`config.mk`:
```
export PLATFORM = sky130hd
export DESIGN_NAME = ecam_window_decoder
export DESIGN_NICKNAME = d
export VERILOG_FILES = /design/src/rtl/ecam_pkg.sv /design/src/rtl/ecam_base_reg.sv /design/src/rtl/ecam_addr_match.sv /design/src/rtl/ecam_field_split.sv /design/src/rtl/ecam_window_decoder.sv
export SDC_FILE = /design/constraint.sdc
export NUM_CORES = 1
export LEC_CHECK = 0
export ABC_AREA = 1
export BUFFER_PORTS_ARGS = -buffer_cell sky130_fd_sc_hd__buf_2
export CAP_MARGIN = 25
export CORE_MARGIN = 4
export CORE_UTILIZATION = 33
export DETAILED_ROUTE_END_ITERATION = 8
export HOLD_SLACK_MARGIN = 0.02
export PLACE_DENSITY = 0.76
export SYNTH_ARGS = -nofsm -noshare
export SYNTH_HDL_FRONTEND = slang
export SYNTH_SLANG_ARGS = --single-unit
```
`constraint.sdc`:
```
create_clock -name clk -period 1.1 [get_ports clk]
set_input_delay 0.11 -clock clk [delete_from_list [all_inputs] [get_ports clk]]
set_output_delay 0.11 -clock clk [all_outputs]
set_load 0.02 [all_outputs]
```
`src/rtl/ecam_pkg.sv`:
```
package ecam_pkg;
  localparam int REG_W    = 64;
  localparam int ADDR_W   = 39;
  localparam int BASE_HI  = 38;
  localparam int BASE_LO  = 26;
  localparam int BASE_W   = BASE_HI - BASE_LO + 1;
  localparam int BUS_W    = 8;
  localparam int DEV_W    = 5;
  localparam int FN_W     = 3;
  localparam int OFF_W    = 12;

  typedef enum logic [1:0] {
    LEN_256M = 2'b00,
    LEN_128M = 2'b01,
    LEN_64M  = 2'b10,
    LEN_RSVD = 2'b11
  } win_len_e;

  typedef struct packed {
    logic [BUS_W-1:0] bus;
    logic [DEV_W-1:0] dev;
    logic [FN_W-1:0]  fn;
    logic [OFF_W-1:0] off;
  } cfg_fields_t;
endpackage

```
`src/rtl/ecam_base_reg.sv`:
```
module ecam_base_reg
  import ecam_pkg::*;
(
  input  logic              clk,
  input  logic              rst,
  input  logic              wr_en,
  input  logic [REG_W-1:0]  wr_data,
  input  logic              lock,
  output logic [REG_W-1:0]  rd_data,
  output logic              win_en,
  output win_len_e          win_len,
  output logic [BASE_W-1:0] win_base
);
  logic [1:0] new_len;
  logic       keep27;
  logic       keep26;

  assign new_len = wr_data[2:1];
  assign keep27  = (new_len == LEN_128M) || (new_len == LEN_64M);
  assign keep26  = (new_len == LEN_64M);

  always_ff @(posedge clk) begin
    if (rst) begin
      win_en   <= 1'b0;
      win_len  <= LEN_256M;
      win_base <= '0;
    end else if (wr_en && !lock) begin
      win_en                 <= wr_data[0];
      win_len                <= win_len_e'(new_len);
      win_base[BASE_W-1:2]   <= wr_data[BASE_HI:BASE_LO+2];
      win_base[1]            <= wr_data[BASE_LO+1] & keep27;
      win_base[0]            <= wr_data[BASE_LO] & keep26;
    end
  end

  always_comb begin
    rd_data                  = '0;
    rd_data[0]               = win_en;
    rd_data[2:1]             = win_len;
    rd_data[BASE_HI:BASE_LO] = win_base;
  end

  // a locked write leaves the register untouched
  a_r8_lock_freezes: assert property (@(posedge clk) disable iff (rst)
    (wr_en && lock) |=> $stable(rd_data));
  // bit 27 may be set only for the 128 MB or 64 MB size
  a_r3_bit27_size: assert property (@(posedge clk) disable iff (rst)
    rd_data[27] |-> (rd_data[2:1] == 2'b01 || rd_data[2:1] == 2'b10));
  // bit 26 may be set only for the 64 MB size
  a_r4_bit26_size: assert property (@(posedge clk) disable iff (rst)
    rd_data[26] |-> (rd_data[2:1] == 2'b10));
endmodule

```
`src/rtl/ecam_addr_match.sv`:
```
module ecam_addr_match
  import ecam_pkg::*;
(
  input  logic              valid,
  input  logic [ADDR_W-1:0] addr,
  input  logic              win_en,
  input  win_len_e          win_len,
  input  logic [BASE_W-1:0] win_base,
  output logic              hit
);
  logic upper_eq;
  logic b27_ok;
  logic b26_ok;

  assign upper_eq = (addr[BASE_HI:BASE_LO+2] == win_base[BASE_W-1:2]);
  assign b27_ok   = (win_len == LEN_256M) || (addr[BASE_LO+1] == win_base[1]);
  assign b26_ok   = (win_len != LEN_64M)  || (addr[BASE_LO] == win_base[0]);
  assign hit      = valid && win_en && (win_len != LEN_RSVD) &&
                    upper_eq && b27_ok && b26_ok;
endmodule

```
`src/rtl/ecam_field_split.sv`:
```
module ecam_field_split
  import ecam_pkg::*;
(
  input  logic [ADDR_W-1:0] addr,
  input  win_len_e          win_len,
  output cfg_fields_t       fields
);
  localparam int OFF_LO = 0;
  localparam int FN_LO  = OFF_LO + OFF_W;
  localparam int DEV_LO = FN_LO + FN_W;
  localparam int BUS_LO = DEV_LO + DEV_W;

  always_comb begin
    fields.off = addr[FN_LO-1:OFF_LO];
    fields.fn  = addr[DEV_LO-1:FN_LO];
    fields.dev = addr[BUS_LO-1:DEV_LO];
    unique case (win_len)
      LEN_256M: fields.bus = addr[BUS_LO+BUS_W-1:BUS_LO];
      LEN_128M: fields.bus = {1'b0, addr[BUS_LO+BUS_W-2:BUS_LO]};
      default:  fields.bus = {2'b00, addr[BUS_LO+BUS_W-3:BUS_LO]};
    endcase
  end
endmodule

```
`src/rtl/ecam_window_decoder.sv`:
```
module ecam_window_decoder
  import ecam_pkg::*;
(
  input  logic              clk,
  input  logic              rst,
  input  logic              cfg_wr_en,
  input  logic [REG_W-1:0]  cfg_wr_data,
  input  logic              cfg_lock,
  output logic [REG_W-1:0]  cfg_rd_data,
  input  logic              req_valid,
  input  logic              req_write,
  input  logic [ADDR_W-1:0] req_addr,
  output logic              out_valid,
  output logic              out_hit,
  output logic              out_write,
  output logic [BUS_W-1:0]  out_bus,
  output logic [DEV_W-1:0]  out_dev,
  output logic [FN_W-1:0]   out_fn,
  output logic [OFF_W-1:0]  out_off
);
  logic              win_en;
  win_len_e          win_len;
  logic [BASE_W-1:0] win_base;
  logic              hit_c;
  cfg_fields_t       fld_c;
  cfg_fields_t       fld_q;

  ecam_base_reg u_reg (
    .clk      (clk),
    .rst      (rst),
    .wr_en    (cfg_wr_en),
    .wr_data  (cfg_wr_data),
    .lock     (cfg_lock),
    .rd_data  (cfg_rd_data),
    .win_en   (win_en),
    .win_len  (win_len),
    .win_base (win_base)
  );

  ecam_addr_match u_match (
    .valid    (req_valid),
    .addr     (req_addr),
    .win_en   (win_en),
    .win_len  (win_len),
    .win_base (win_base),
    .hit      (hit_c)
  );

  ecam_field_split u_split (
    .addr    (req_addr),
    .win_len (win_len),
    .fields  (fld_c)
  );

  always_ff @(posedge clk) begin
    if (rst) begin
      out_valid <= 1'b0;
      out_hit   <= 1'b0;
      out_write <= 1'b0;
      fld_q     <= '0;
    end else begin
      out_valid <= req_valid;
      out_hit   <= hit_c;
      out_write <= hit_c & req_write;
      fld_q     <= hit_c ? fld_c : '0;
    end
  end

  assign out_bus = fld_q.bus;
  assign out_dev = fld_q.dev;
  assign out_fn  = fld_q.fn;
  assign out_off = fld_q.off;

  // the valid output follows the request strobe by one clock
  a_r9_valid_follows: assert property (@(posedge clk) disable iff (rst)
    req_valid |=> out_valid);
  a_r9_idle_follows: assert property (@(posedge clk) disable iff (rst)
    !req_valid |=> !out_valid);
  // a hit only ever comes with a valid result
  a_r9_hit_needs_valid: assert property (@(posedge clk) disable iff (rst)
    out_hit |-> out_valid);
  // a disabled window claims nothing
  a_r6_disabled_no_hit: assert property (@(posedge clk) disable iff (rst)
    !win_en |=> !out_hit);
  // the reserved size claims nothing
  a_r7_reserved_no_hit: assert property (@(posedge clk) disable iff (rst)
    (win_len == LEN_RSVD) |=> !out_hit);
  // a miss leaves every decoded field at zero
  a_r10_miss_zero: assert property (@(posedge clk) disable iff (rst)
    !out_hit |-> (!out_write && out_bus == '0 && out_dev == '0 &&
                  out_fn == '0 && out_off == '0));
  // on a hit the direction follows the request
  a_r10_write_dir: assert property (@(posedge clk) disable iff (rst)
    (req_valid && win_en) |=> (!out_hit || out_write == $past(req_write)));
endmodule

```
# After elaboration in Yosys (flattened, before gate mapping)
# Index checks and enable logic that the tools add are counted.
# Widths: inputs -> output; s select.
# word_totals
ff_bits,47
latchBits,0
ram_bits,0
rom_bits,0
input_bits,109
output_inout_bits,95
memories,0
# op_classes
n_addsub,0
n_mul,0
n_div,0
magnitude_cmp,0
n_eq_ne,8
shifts,0
n_mux,1
bitwise_logic,4
reduce_logical,12
# ops
cell,n
$pmux 8 s2,1
$eq 11x11->1,1
$logic_and 1x1->1,6
$eq 2x1->1 const B,2
$ne 2x2->1 const B,2
$and 1x1->1,3
$logic_or 1x1->1,3
$eq 1x1->1,2
$eq 2x2->1 const B,1
$logic_not 2->1,1
$reduce_or 2->1,1
$logic_not 1->1,1
$not 1->1,1

# Depth between registers and ports, before layout
# Gate-level depths: netlist of the first run.
# depth
word_depth,7
mapped_depth,9
mapped_depth_nobuf,8

# Modules after synthesis
# From an unflattened synthesis of the first run, not the netlist that was laid out.
# unflattened
hier_cells,369
area_unflattened_um2,2597.5
# by_module_without_submodules
module,n_inst,cells_each,area_each_um2,seq_area_each_um2
ecam_base_reg,1,176,1216.2,320.3
ecam_window_decoder,1,97,884.6,620.6
ecam_addr_match,1,65,280.3,0.0
ecam_field_split,1,31,216.5,0.0

# Worst setup path before layout of the first run
# OpenSTA, ideal clock, no wires.
# synth_timing
path_kind,flip-flop to flip-flop
start,register u_reg.win_base[8]
end,register fld_q (netlist bit out_bus[0])
arrival_ns,1.193
required_time_ns,1.038
slack_ns,-0.154
path_stages_with_launch,10
path_buffers,1
period_less_slack_ns,1.254
cell_sequence,dfxtp_1 -> inv_1 -> nand2_1 -> nand2_1 -> nor2_1 -> nand2_1 -> nor2_2 -> nand3_2 -> buf_6 -> nor2_2
# synth_via
elab_chain_cells,6
# synth_rtl
item,line,source
start: declaration,ecam_base_reg.sv:12,output logic [BASE_W-1:0] win_base
start signal: indexed assignment,ecam_base_reg.sv:30,win_base[BASE_W-1:2] <= wr_data[BASE_HI:BASE_LO+2];
$eq 11x11->1,ecam_addr_match.sv:15,assign upper_eq = (addr[BASE_HI:BASE_LO+2] == win_base[BASE_W-1:2]);
$logic_and 1x1->1,ecam_addr_match.sv:18,assign hit = valid && win_en && (win_len != LEN_RSVD) &&
$logic_and 1x1->1 (2 in series),ecam_addr_match.sv:19,upper_eq && b27_ok && b26_ok;
$not 1->1 (no source line),n/a,
$reduce_or 2->1 (no source line),n/a,
end signal: assignment,ecam_window_decoder.sv:65,fld_q <= hit_c ? fld_c : '0;
end: declaration,ecam_window_decoder.sv:26,cfg_fields_t fld_q;
# Every way passes these cells.
# A chain may end at the register's enable or synchronous reset.

# Worst setup path in the final report of the first run
# layout_timing
start,register u_reg.win_base[3]
end,register fld_q (netlist bit out_off[1])
# The elaborated chain is that of the path after synthesis.

==> results of run 1 <==
[stage by stage]
stage          total power [mW]  setup TNS [ps]  cells  area, um2
6_report                   3.60           -3890    493       3060
5_1_grt                    3.80           -7490    493       3060
4_1_cts                    3.64           -4390    491       3040
3_5_place_dp               2.40           -3960    469       2780
2_1_floorplan              2.30           -1810    323       2420
3_3_place_gp               2.40           -3190    469       2780
[area by class of cell]
class / instances / area, um2
Clock buffer: 6 / 93.8
Clock inverter: 2 / 16.3
Fill cell: 620 / 3360
Inverter: 51 / 191
Multi-Input combinational cell: 169 / 832
Sequential cell: 47 / 976
Tap cell: 77 / 96.3
Timing Repair Buffer: 141 / 856
[kinds of logic (layout without fill, tap and decap cells)]
| logic type | count (synthesis) | after routing | synth area share, % |
|---|---|---|---|
| AND/OR/NAND/NOR | 100 | 100 | 22.3 |
| other | 1 | 48 | 0.170 |
| AO/OA/AOI/OAI | 17 | 17 | 5.11 |
| adder cells (fa/ha/maj) | 1 | 1 | 0.567 |
| flip-flops | 47 | 47 | 42.7 |
| buffers and inverters | 107 | 200 | 28.0 |
| XOR/XNOR | 3 | 3 | 1.19 |
[flip-flops by register name, summed over array words and instances (netlist names), 2 cells and up]
signal / cells
u_reg.win_base: 13
out_off: 12
out_bus: 8
out_dev: 5
out_fn: 3
u_reg.win_len: 2
[timing repair]
item	CTS	global route
gates resized for setup	1	2
hold endpoints to repair	14	2
buffers inserted	0	0
hold buffers	14	2
endpoints found under the setup margin	30	30
[worst max-delay path by stage]
stage,slack (ps),cells after the start,start,to
after detailed placement,-150,9,u_reg.win_base[3]$_SDFFE_PP0P_,out_fn[2]$_SDFF_PP0_
after CTS,-180,9,u_reg.win_base[3]$_SDFFE_PP0P_,out_off[1]$_SDFF_PP0_
after global placement,-120,9,u_reg.win_base[3]$_SDFFE_PP0P_,out_off[7]$_SDFF_PP0_
after global routing,-280,9,u_reg.win_base[7]$_SDFFE_PP0P_,out_off[1]$_SDFF_PP0_
after floorplan,-60,9,u_reg.win_base[3]$_SDFFE_PP0P_,out_bus[7]$_SDFF_PP0_
final,-160,9,u_reg.win_base[3]$_SDFFE_PP0P_,out_off[1]$_SDFF_PP0_
[layer usage]
metal  track usage, %  vias up
met5                0        -
met4             3.70        0
met3             4.51        6
met2             23.7      109
met1             14.1      792
li1                 -      986
[critical path: stages (launching register included)]
cell,delay [ps]
sky130_fd_sc_hd__dfxtp_4,360
sky130_fd_sc_hd__inv_2,40
sky130_fd_sc_hd__nand2_1,50
sky130_fd_sc_hd__nand2_1,60
sky130_fd_sc_hd__nor2_2,90
sky130_fd_sc_hd__nand2_1,70
sky130_fd_sc_hd__nor2_2,120
sky130_fd_sc_hd__nand3_2,100
sky130_fd_sc_hd__buf_12,200
sky130_fd_sc_hd__nor2_2,110
[cell usage in the layout, fill, tap and decap left out, types with 4 or more instances in the layout]
cell,instances
sky130_fd_sc_hd__a211oi_1,11
sky130_fd_sc_hd__a21oi_1,6
sky130_fd_sc_hd__buf_2,107
sky130_fd_sc_hd__buf_4,16
sky130_fd_sc_hd__clkbuf_8,5
sky130_fd_sc_hd__conb_1,48
sky130_fd_sc_hd__dfxtp_1,33
sky130_fd_sc_hd__dfxtp_2,7
sky130_fd_sc_hd__dfxtp_4,7
sky130_fd_sc_hd__dlygate4sd3_1,16
sky130_fd_sc_hd__inv_1,47
sky130_fd_sc_hd__inv_2,4
sky130_fd_sc_hd__nand2_1,42
sky130_fd_sc_hd__nor2_1,19
sky130_fd_sc_hd__nor2_2,30
sky130_fd_sc_hd__nor2_4,4
[report_power, final]
| group | switching (mW) | internal, mW | total, mW |
|---|---|---|---|
| sequential | 0.0274 | 1.73 | 1.76 |
| combinational | 0.399 | 0.255 | 0.655 |
| clock | 0.587 | 0.593 | 1.18 |
| total | 1.01 | 2.58 | 3.60 |
==> out/summary.json, run 1 <==
{
  "synthDistinctLibCells": 21,
  "leakagePower_nw": 1.74,
  "min_from": "req_addr[21]",
  "die-area_mm2": 0.00806,
  "timing_hold_violations_final": 0,
  "cts_inserted_buffers": 5,
  "setup_repair_after_global_routing_missed_its_margin": "true",
  "setup.reg_to_reg.worst_slack_ps": -160,
  "core_occupancy_in_the_finished_layout_pct": 47.7,
  "cts.reportedPaths.clkPinSlew_ps": 90,
  "r2r-start": "u_reg.win_base[3]$_SDFFE_PP0P_",
  "synth.area.top_cells": "sky130_fd_sc_hd__dfxtp_1 43%, sky130_fd_sc_hd__buf_4 17%, sky130_fd_sc_hd__inv_1 8.5%",
  "synth_warnings": 0,
  "routed_wl_um": 5250,
  "worst-path-max-fanout": 30,
  "reg2reg_depth": 9,
  "drc_errors": 0,
  "hold_ws_ps": 31.3,
  "async_reset_ff_share_pct": 0,
  "io_pins": 204,
  "hold_path_class": "in2reg",
  "synth_area_mm2": 0.00221,
  "wl_met2_um": 2570,
  "post-synth-top-count-cell": "sky130_fd_sc_hd__inv_1",
  "synth_area_per_cell_um2": 7.99,
  "mean_routed_wirelength_per_cell_um": 10.7,
  "commonest_cells_post_synth": "50 x sky130_fd_sc_hd__inv_1, 49 x sky130_fd_sc_hd__buf_4, 47 x sky130_fd_sc_hd__dfxtp_1, 42 x sky130_fd_sc_hd__nand2_1, 29 x sky130_fd_sc_hd__nor2_2",
  "area_growth_syn_to_layout_pct": 38.8,
  "drt_first_pass_iters": 4,
  "tritoncts_num_sinks": 47,
  "min_delay_worst_endpoint": "out_bus[1]$_SDFF_PP0_",
  "setup.worst_path.class": "reg2reg",
  "synth_sequential_area_ratio_pct": 42.7,
  "clock_skew_ps": 11.6,
  "first_pass_grt_wire_length_um": 8550,
  "synth.ff_latch_count": 47,
  "synth_edf_count": 0,
  "max_cap_violation_count": 0,
  "finalSetupViolCount": 30,
  "finalNetCount": 525,
  "detail-route-antenna-nets": 0,
  "gp_congestion": 0.724,
  "highest-signal-layer": "met4",
  "worstReg2RegEnd": "out_off[1]$_SDFF_PP0_",
  "pin_count_of_the_biggest_net_entering_global_routing": 31,
  "data_arrival_at_the_endpoint_of_the_critical_path_ps": 1500,
  "post-dp-hpwl_um": 3960,
  "ctsLongestPathBuffers": 2,
  "first_global_vias": 1844,
  "yosys.area.top_type_share_pct": 42.7,
  "critPathCaptureType": "register",
  "routed-wl-met3_um": 551,
  "global_route.overflow_total": 0,
  "max_clock_freq_ghz": 0.791,
  "synth_top_area_cell": "sky130_fd_sc_hd__dfxtp_1",
  "clock_insertion_delay_worst_skew_ps": 300,
  "dr_total_vias": 1893,
  "row_count": 29,
  "timing.final.crit_share_pct": 115,
  "cts_root_buf": "sky130_fd_sc_hd__clkbuf_8",
  "global_route.usage.total_pct": 13.0,
  "min_period_ps": 1260,
  "power_density_mw_per_mm2": 1170,
  "tritoncts_clock_tree": "done",
  "portBuffers": 107,
  "finalWorstSetupSlack_ps": -165,
  "final_layout_size_suffix_gt1_share_pct": 45.2,
  "dr.first_iter.drc_count": 25,
  "outcome": "complete, but fails checks",
  "vias_per_cell": 3.84,
  "report.final.slew_viol_count": 0,
  "min_delay_path_depth": 3,
  "worstSetupStartpointType": "register",
  "vdd_ir_drop_max_mv": 0.531,
  "synthFlopType": "sky130_fd_sc_hd__dfxtp_1",
  "design.core.area_mm2": 0.00642,
  "syn-instance-count": 276,
  "antenna_found_initial": 0,
  "die_h_um": 89.8,
  "wire_length_on_met1_um": 2070,
  "antennaDiodeCount": 0,
  "failed_checks": "setup timing",
  "place_ws_ps": -152,
  "worst_ep_required_time_ps": 1340,
  "floorplan.initialDensity_pct": 34.3,
  "floorplan.die.width_um": 89.8,
  "h-tree-depth": 2
}
(Power assumes the default switching activity.)
==> run 2, diff against run 1 <==
SKIP_CTS_REPAIR_TIMING = 1   (was unset)
==> out/summary.json, run 2 (synthesis gave the netlist of run 1 again) <==
{
  "power_density": {"value": 1190, "unit": "mW/mm2", "change": "+1.3%"},
  "min_delay_worst_endpoint": "out_off[8]$_SDFF_PP0_",
  "sw_frac_of_total": {"value": 28.3, "unit": "%", "change": "+0.078 points"},
  "setup_repair_after_global_routing_missed_its_margin": "true",
  "io_pins": {"value": 204, "change": "unchanged"},
  "timing_hold_violations_final": {"value": 0, "change": "unchanged"},
  "dpl_cell_area": {"value": 0.00278, "unit": "mm2", "change": "unchanged"},
  "r2r-start": "u_reg.win_base[3]$_SDFFE_PP0P_",
  "setup.worst_path.class": "reg2reg",
  "finalSetupTns": {"value": -3450, "unit": "ps", "change": "+447 ps"},
  "gp_congestion": {"value": 0.724, "change": "unchanged"},
  "cts.reportedPaths.clkPinSlew": {"value": 100, "unit": "ps", "change": "about the same"},
  "finalNetCount": {"value": 520, "change": "-0.95%"},
  "data_arrival_at_the_endpoint_of_the_critical_path": {"value": 1490, "unit": "ps", "change": "about the same"},
  "post-place-cells": {"value": 469, "change": "unchanged"},
  "tritoncts_clock_tree": "done",
  "reg2reg_depth": {"value": 9, "change": "unchanged"},
  "post-dp-hpwl": {"value": 3960, "unit": "um", "change": "unchanged"},
  "vdd_ir_drop_max": {"value": 0.512, "unit": "mV", "change": "-3.6%"},
  "intPower": {"value": 2.57, "unit": "mW", "change": "-0.51%"},
  "finalSetupViolCount": {"value": 30, "change": "unchanged"},
  "max_cap_violation_count": {"value": 0, "change": "unchanged"},
  "final_layout_size_suffix_gt1_share": {"value": 45.5, "unit": "%", "change": "+0.31 points"},
  "mean_routed_wirelength_per_cell": {"value": 10.6, "unit": "um", "change": "-0.86%"},
  "portBuffers": {"value": 107, "change": "unchanged"},
  "clock_skew": {"value": 13.1, "unit": "ps", "change": "+1.44 ps"},
  "share_comb_of_total_power": {"value": 17.8, "unit": "%", "change": "-0.4 points"},
  "timing.final.crit_share": {"value": 114, "unit": "%", "change": "-1.4 points"},
  "row_count": {"value": 29, "change": "unchanged"},
  "first_global_vias": {"value": 1728, "change": "-6.3%"},
  "first_pass_grt_wire_length": {"value": 8010, "unit": "um", "change": "-6.3%"},
  "pwr-share-clk": {"value": 33.0, "unit": "%", "change": "+0.2 points"},
  "ctsLongestPathBuffers": {"value": 2, "change": "unchanged"},
  "drt_first_pass_iters": {"value": 4, "change": "unchanged"},
  "tritoncts_num_sinks": {"value": 47, "change": "unchanged"},
  "largest_register_ffs": {"value": 13, "change": "unchanged"},
  "worstSetupStartpointType": "register",
  "min_delay_path_depth": {"value": 3, "change": "unchanged"},
  "floorplan.initialDensity": {"value": 34.3, "unit": "%", "change": "unchanged"},
  "slowest_stage": "sky130_fd_sc_hd__dfxtp_4",
  "leakagePower": {"value": 1.72, "unit": "nW", "change": "-1.2%"},
  "p_seq_share": {"value": 49.2, "unit": "%", "change": "+0.2 points"},
  "setup.reg_to_reg.worst_slack": {"value": -150, "unit": "ps", "change": "about the same"},
  "drc_errors": {"value": 0, "change": "unchanged"},
  "antenna_found_initial": {"value": 0, "change": "unchanged"},
  "detail-route-antenna-nets": {"value": 0, "change": "unchanged"},
  "slowest_delay": {"value": 360, "unit": "ps", "change": "about the same"},
  "most_frequent_standard_cell_in_the_layout_excluding_fill_and_tap_cells": "sky130_fd_sc_hd__buf_2",
  "cts_root_buf": "sky130_fd_sc_hd__clkbuf_8",
  "max_clock_freq": {"value": 0.800, "unit": "GHz", "change": "+1.2%"},
  "p_sw": {"value": 1.01, "unit": "mW", "change": "-0.13%"},
  "dr.first_iter.drc_count": {"value": 27, "change": "+8.0%"},
  "floorplan.die.width": {"value": 89.8, "unit": "um", "change": "unchanged"},
  "critPathCaptureType": "register",
  "worst_ep_required_time": {"value": 1340, "unit": "ps", "change": "about the same"},
  "final_cell_mix": "107 x sky130_fd_sc_hd__buf_2, 48 x sky130_fd_sc_hd__conb_1, 47 x sky130_fd_sc_hd__inv_1, 42 x sky130_fd_sc_hd__nand2_1, 33 x sky130_fd_sc_hd__dfxtp_1",
  "multi_input_area": {"value": 830, "unit": "um2", "change": "-0.30%"},
  "die-area": {"value": 0.00806, "unit": "mm2", "change": "unchanged"},
  "pin_count_of_the_biggest_net_entering_global_routing": {"value": 31, "change": "unchanged"},
  "global_route.overflow_total": {"value": 0, "change": "unchanged"},
  "finalWorstSetupSlack": {"value": -150, "unit": "ps", "change": "+14.9 ps"},
  "crit_chain": "inv_2 > nand2_1 > nand2_1 > nor2_2 > nand2_1 > nor2_2 > nand3_2 > buf_12 > nor2_2",
  "min_from": "req_addr[8]",
  "routed_wl": {"value": 5160, "unit": "um", "change": "-1.9%"},
  "dr_total_vias": {"value": 1867, "change": "-1.4%"},
  "design.core.area": {"value": 0.00642, "unit": "mm2", "change": "unchanged"},
  "cts_inserted_buffers": {"value": 5, "change": "unchanged"},
  "area_growth_syn_to_layout_pct": 36.5,
  "antennaDiodeCount": {"value": 0, "change": "unchanged"},
  "core_occupancy_in_the_finished_layout": {"value": 46.9, "unit": "%", "change": "-0.78 points"},
  "place_ws": {"value": -152, "unit": "ps", "change": "unchanged"},
  "final_cells": {"value": 488, "change": "-1.0%"},
  "clock_insertion_delay_worst_skew": {"value": 300, "unit": "ps", "change": "about the same"},
  "sequential_cell_area": {"value": 978, "unit": "um2", "change": "+0.26%"},
  "min_period": {"value": 1250, "unit": "ps", "change": "-14.9 ps"},
  "report.final.slew_viol_count": {"value": 0, "change": "unchanged"},
  "worstReg2RegEnd": "out_off[1]$_SDFF_PP0_",
  "finished_cell_area": {"value": 0.00301, "unit": "mm2", "change": "-1.6%"},
  "path_buf_inv": {"value": 2, "change": "unchanged"},
  "max_flop_register": "u_reg.win_base",
  "worst-path-max-fanout": {"value": 30, "change": "unchanged"},
  "vias_per_cell": {"value": 3.83, "change": "-0.36%"},
  "outcome": "complete, but fails checks",
  "h-tree-depth": {"value": 2, "change": "unchanged"},
  "failed_checks": "setup timing",
  "num-fill-cells": {"value": 636, "change": "+2.6%"},
  "timing.critical_path.max_delay_family": "simple AND/OR/NAND/NOR gates",
  "die_h": {"value": 89.8, "unit": "um", "change": "unchanged"},
  "hold_path_class": "in2reg",
  "global_route.usage.total": {"value": 12.1, "unit": "%", "change": "-0.81 points"}
}
## run 2: power groups by stage
stage	sequential (mW)	combinational (mW)	clock [mW]
floorplan	1.84	0.454	0
global placement	1.80	0.597	0
detailed placement	1.80	0.602	0
CTS	1.76	0.606	1.23
global route	1.77	0.704	1.32
finish	1.76	0.639	1.18
## run 2: through the flow
step / hold WS, ps / power, mW
finish: 22.3 / 3.58
global route: 15.2 / 3.79
CTS: 6.44 / 3.60
detailed placement: 325 / 2.40
global placement: 323 / 2.40
floorplan: 237 / 2.30
## run 2: routing by layer
metal	wire length (um)	vias to the layer above	global-route usage, %
li1	-	976	-
met4	46	0	3.70
met3	586	6	4.84
met2	2520	109	21.7
met5	0	-	0
met1	2000	776	13.2
## run 2: worst reg2reg max path: stages (launching register included)
cell,delay [ps]
sky130_fd_sc_hd__dfxtp_4,360
sky130_fd_sc_hd__inv_2,40
sky130_fd_sc_hd__nand2_1,50
sky130_fd_sc_hd__nand2_1,60
sky130_fd_sc_hd__nor2_2,90
sky130_fd_sc_hd__nand2_1,70
sky130_fd_sc_hd__nor2_2,120
sky130_fd_sc_hd__nand3_2,90
sky130_fd_sc_hd__buf_12,190
sky130_fd_sc_hd__nor2_2,120
## run 2: worst max-delay path by stage
stage	start	endpoint	slack, ps	cells past startpoint
2_1_floorplan	u_reg.win_base[3]$_SDFFE_PP0P_	out_bus[7]$_SDFF_PP0_	-60	9
3_3_place_gp	u_reg.win_base[3]$_SDFFE_PP0P_	out_off[7]$_SDFF_PP0_	-120	9
3_5_place_dp	u_reg.win_base[3]$_SDFFE_PP0P_	out_fn[2]$_SDFF_PP0_	-150	9
4_1_cts	u_reg.win_base[10]$_SDFFE_PP0P_	out_off[1]$_SDFF_PP0_	-180	6
5_1_grt	u_reg.win_base[7]$_SDFFE_PP0P_	out_off[1]$_SDFF_PP0_	-250	9
6_report	u_reg.win_base[3]$_SDFFE_PP0P_	out_off[1]$_SDFF_PP0_	-150	9
## run 2: final cells by class
type                       count  share of cell area [%]
sequential                    47                    32.5
multi-input combinational    169                    27.5
timing repair buffer         136                    26.8
inverter                      51                    6.36
tap                           77                    3.20
clock buffer                   6                    3.12
clock inverter                 2                   0.540
==> run 3, diff against run 2 <==
REMOVE_ABC_BUFFERS = 1   (was unset)
==> out/summary.json, run 3 (synthesis gave the netlist of run 1 again) <==
{
  "worst_ep_required_time": {"value": 1340, "unit": "ps", "change": "about the same"},
  "share_comb_of_total_power": {"value": 18.5, "unit": "%", "change": "+0.7 points"},
  "dr_total_vias": {"value": 1888, "change": "+1.1%"},
  "power_density": {"value": 1140, "unit": "mW/mm2", "change": "-4.0%"},
  "final_cells": {"value": 483, "change": "-1.0%"},
  "global_route.peak_usage_layer": "met2",
  "area_growth_syn_to_layout_pct": 35.1,
  "design.core.area": {"value": 0.00642, "unit": "mm2", "change": "unchanged"},
  "global_route.overflow_total": {"value": 0, "change": "unchanged"},
  "final_layout_size_suffix_gt1_share": {"value": 46.8, "unit": "%", "change": "+1.3 points"},
  "io_pins": {"value": 204, "change": "unchanged"},
  "finalSetupViolCount": {"value": 30, "change": "unchanged"},
  "sw_frac_of_total": {"value": 29.3, "unit": "%", "change": "+1.1 points"},
  "floorplan.die.width": {"value": 89.8, "unit": "um", "change": "unchanged"},
  "first_pass_grt_wire_length": {"value": 7980, "unit": "um", "change": "-0.42%"},
  "setup.worst_path.class": "reg2reg",
  "antenna_found_initial": {"value": 0, "change": "unchanged"},
  "row_count": {"value": 29, "change": "unchanged"},
  "data_arrival_at_the_endpoint_of_the_critical_path": {"value": 1520, "unit": "ps", "change": "+30 ps"},
  "ctsLongestPathBuffers": {"value": 2, "change": "unchanged"},
  "worst-path-max-fanout": {"value": 6, "change": "-80%"},
  "cts.reportedPaths.clkPinSlew": {"value": 80, "unit": "ps", "change": "-20 ps"},
  "finalWorstSetupSlack": {"value": -181, "unit": "ps", "change": "-30.7 ps"},
  "gp_congestion": {"value": 0.773, "change": "+6.7%"},
  "leakagePower": {"value": 1.70, "unit": "nW", "change": "-0.86%"},
  "detail-route-antenna-nets": {"value": 0, "change": "unchanged"},
  "grtUsageMet2": {"value": 22.4, "unit": "%", "change": "+0.75 points"},
  "intPower": {"value": 2.41, "unit": "mW", "change": "-6.4%"},
  "drt_first_pass_iters": {"value": 4, "change": "unchanged"},
  "die_h": {"value": 89.8, "unit": "um", "change": "unchanged"},
  "min_period": {"value": 1280, "unit": "ps", "change": "+30.7 ps"},
  "timing.final.crit_share": {"value": 116, "unit": "%", "change": "+2.8 points"},
  "vdd_ir_drop_max": {"value": 0.389, "unit": "mV", "change": "-24%"},
  "met3_demand_to_capacity_share_in_global_routing": {"value": 3.51, "unit": "%", "change": "-1.3 points"},
  "num-fill-cells": {"value": 664, "change": "+4.4%"},
  "place_ws": {"value": -158, "unit": "ps", "change": "-5.91 ps"},
  "outcome": "complete, but fails checks",
  "h-tree-depth": {"value": 2, "change": "unchanged"},
  "pin_count_of_the_biggest_net_entering_global_routing": {"value": 26, "change": "-16%"},
  "most_frequent_standard_cell_in_the_layout_excluding_fill_and_tap_cells": "sky130_fd_sc_hd__buf_2",
  "die-area": {"value": 0.00806, "unit": "mm2", "change": "unchanged"},
  "critPathCaptureType": "register",
  "global_route.usage.total": {"value": 12.1, "unit": "%", "change": "-0.046 points"},
  "cts_root_buf": "sky130_fd_sc_hd__clkbuf_8",
  "grt_met1_use": {"value": 13.1, "unit": "%", "change": "-0.13 points"},
  "post-dp-hpwl": {"value": 4120, "unit": "um", "change": "+4.0%"},
  "hold_path_class": "in2reg",
  "slowest_delay": {"value": 350, "unit": "ps", "change": "about the same"},
  "cts_inserted_buffers": {"value": 5, "change": "unchanged"},
  "portBuffers": {"value": 107, "change": "unchanged"},
  "pwr-share-clk": {"value": 29.5, "unit": "%", "change": "-3.5 points"},
  "largest_register_ffs": {"value": 13, "change": "unchanged"},
  "clock_insertion_delay_worst_skew": {"value": 290, "unit": "ps", "change": "about the same"},
  "first_global_vias": {"value": 1742, "change": "+0.81%"},
  "p_sw": {"value": 0.998, "unit": "mW", "change": "-1.4%"},
  "routed_wl": {"value": 5370, "unit": "um", "change": "+4.1%"},
  "setup_repair_after_global_routing_missed_its_margin": "true",
  "post-place-cells": {"value": 470, "change": "+0.21%"},
  "max_cap_violation_count": {"value": 0, "change": "unchanged"},
  "final_cell_mix": "107 x sky130_fd_sc_hd__buf_2, 48 x sky130_fd_sc_hd__conb_1, 45 x sky130_fd_sc_hd__inv_1, 40 x sky130_fd_sc_hd__nand2_1, 38 x sky130_fd_sc_hd__dfxtp_1",
  "p_seq_share": {"value": 52.0, "unit": "%", "change": "+2.8 points"},
  "worst_path_most_repeated_cell": "sky130_fd_sc_hd__nand2_1",
  "vias_per_cell": {"value": 3.91, "change": "+2.2%"},
  "slowest_stage": "sky130_fd_sc_hd__dfxtp_2",
  "report.final.slew_viol_count": {"value": 0, "change": "unchanged"},
  "timing_hold_violations_final": {"value": 0, "change": "unchanged"},
  "dr.first_iter.drc_count": {"value": 51, "change": "+89%"},
  "clock_skew": {"value": 5.79, "unit": "ps", "change": "-7.27 ps"},
  "finalNetCount": {"value": 516, "change": "-0.77%"},
  "max_clock_freq": {"value": 0.781, "unit": "GHz", "change": "-2.4%"},
  "drc_errors": {"value": 0, "change": "unchanged"},
  "mean_routed_wirelength_per_cell": {"value": 11.1, "unit": "um", "change": "+5.2%"},
  "crit_chain": "inv_2 > nand2_1 > nand2_1 > nor2_1 > nand2_1 > nor2_2 > nand3_4 > clkbuf_16 > nor2_4",
  "failed_checks": "setup timing",
  "tritoncts_clock_tree": "done",
  "max_flop_register": "u_reg.win_base",
  "multi_input_area": {"value": 880, "unit": "um2", "change": "+6.0%"},
  "tritoncts_num_sinks": {"value": 47, "change": "unchanged"},
  "worstSetupStartpointType": "register",
  "sequential_cell_area": {"value": 952, "unit": "um2", "change": "-2.7%"},
  "floorplan.initialDensity": {"value": 34.3, "unit": "%", "change": "unchanged"},
  "antennaDiodeCount": {"value": 0, "change": "unchanged"}
}
-- run 3: cell count changes in the layout (fill, tap and decap cells not counted), sizes merged --
cell | previous run | this run
dlygate4sd3 | 11 | 2
clkinv | 0 | 2
clkinvlp | 1 | 0
inv | 52 | 51
buf | 125 | 129
-- run 3: path summary, 6_finish.rpt --
check / endpoint / from / slack [ps] / depth (start not counted)
setup reg to reg: out_dev[1]$_SDFF_PP0_ / u_reg.win_base[8]$_SDFFE_PP0P_ / -180 / 9
hold / removal: out_dev[2]$_SDFF_PP0_ / req_addr[17] / 30 / 3
setup / recovery: out_dev[1]$_SDFF_PP0_ / u_reg.win_base[8]$_SDFFE_PP0P_ / -180 / 9
hold reg to reg: u_reg.win_base[2]$_SDFFE_PP0P_ / u_reg.win_base[2]$_SDFFE_PP0P_ / 480 / 2
-- run 3: critical path: cells and delay by family (launching register included) --
family	cells	cell delay, ps
DFF	1	350
buffers and inverters	2	250
and+or+nand+nor	7	640
-- run 3: stage by stage --
stage | util [%] | TNS (ps) | hold WS [ps] | area (um2) | total power, mW
after floorplan | - | -19230 | 179 | 1960 | 2.15
after global placement | 42.9 | -3740 | 330 | 2760 | 2.39
after detailed placement | 42.9 | -4070 | 336 | 2760 | 2.40
after CTS | 44.2 | -4700 | 15.1 | 2840 | 3.43
after global routing | 46.4 | -7710 | 22.4 | 2980 | 3.59
final | 46.4 | -4690 | 29.1 | 2980 | 3.40
-- run 3: cell type report --
class	instances	area share (%)
flip-flops and latches	47	31.9
well taps	77	3.23
clock buffers	5	2.31
repair buffers	132	26.1
multi-input cells	169	29.5
clock inverters	2	0.462
inverters	51	6.42
-- run 3: metal layers --
layer / up-vias / wire (um)
li1: 973 / -
met1: 828 / 2120
met2: 81 / 2750
met3: 6 / 433
met4: 0 / 67
met5: - / 0
-- run 3: power by group through the flow --
stage / sequential [mW] / combinational [mW] / clock [mW]
2_1_floorplan: 1.85 / 0.304 / 0
3_3_place_gp: 1.80 / 0.594 / 0
3_5_place_dp: 1.80 / 0.599 / 0
4_1_cts: 1.76 / 0.601 / 1.06
5_1_grt: 1.77 / 0.691 / 1.13
6_report: 1.77 / 0.631 / 1.00
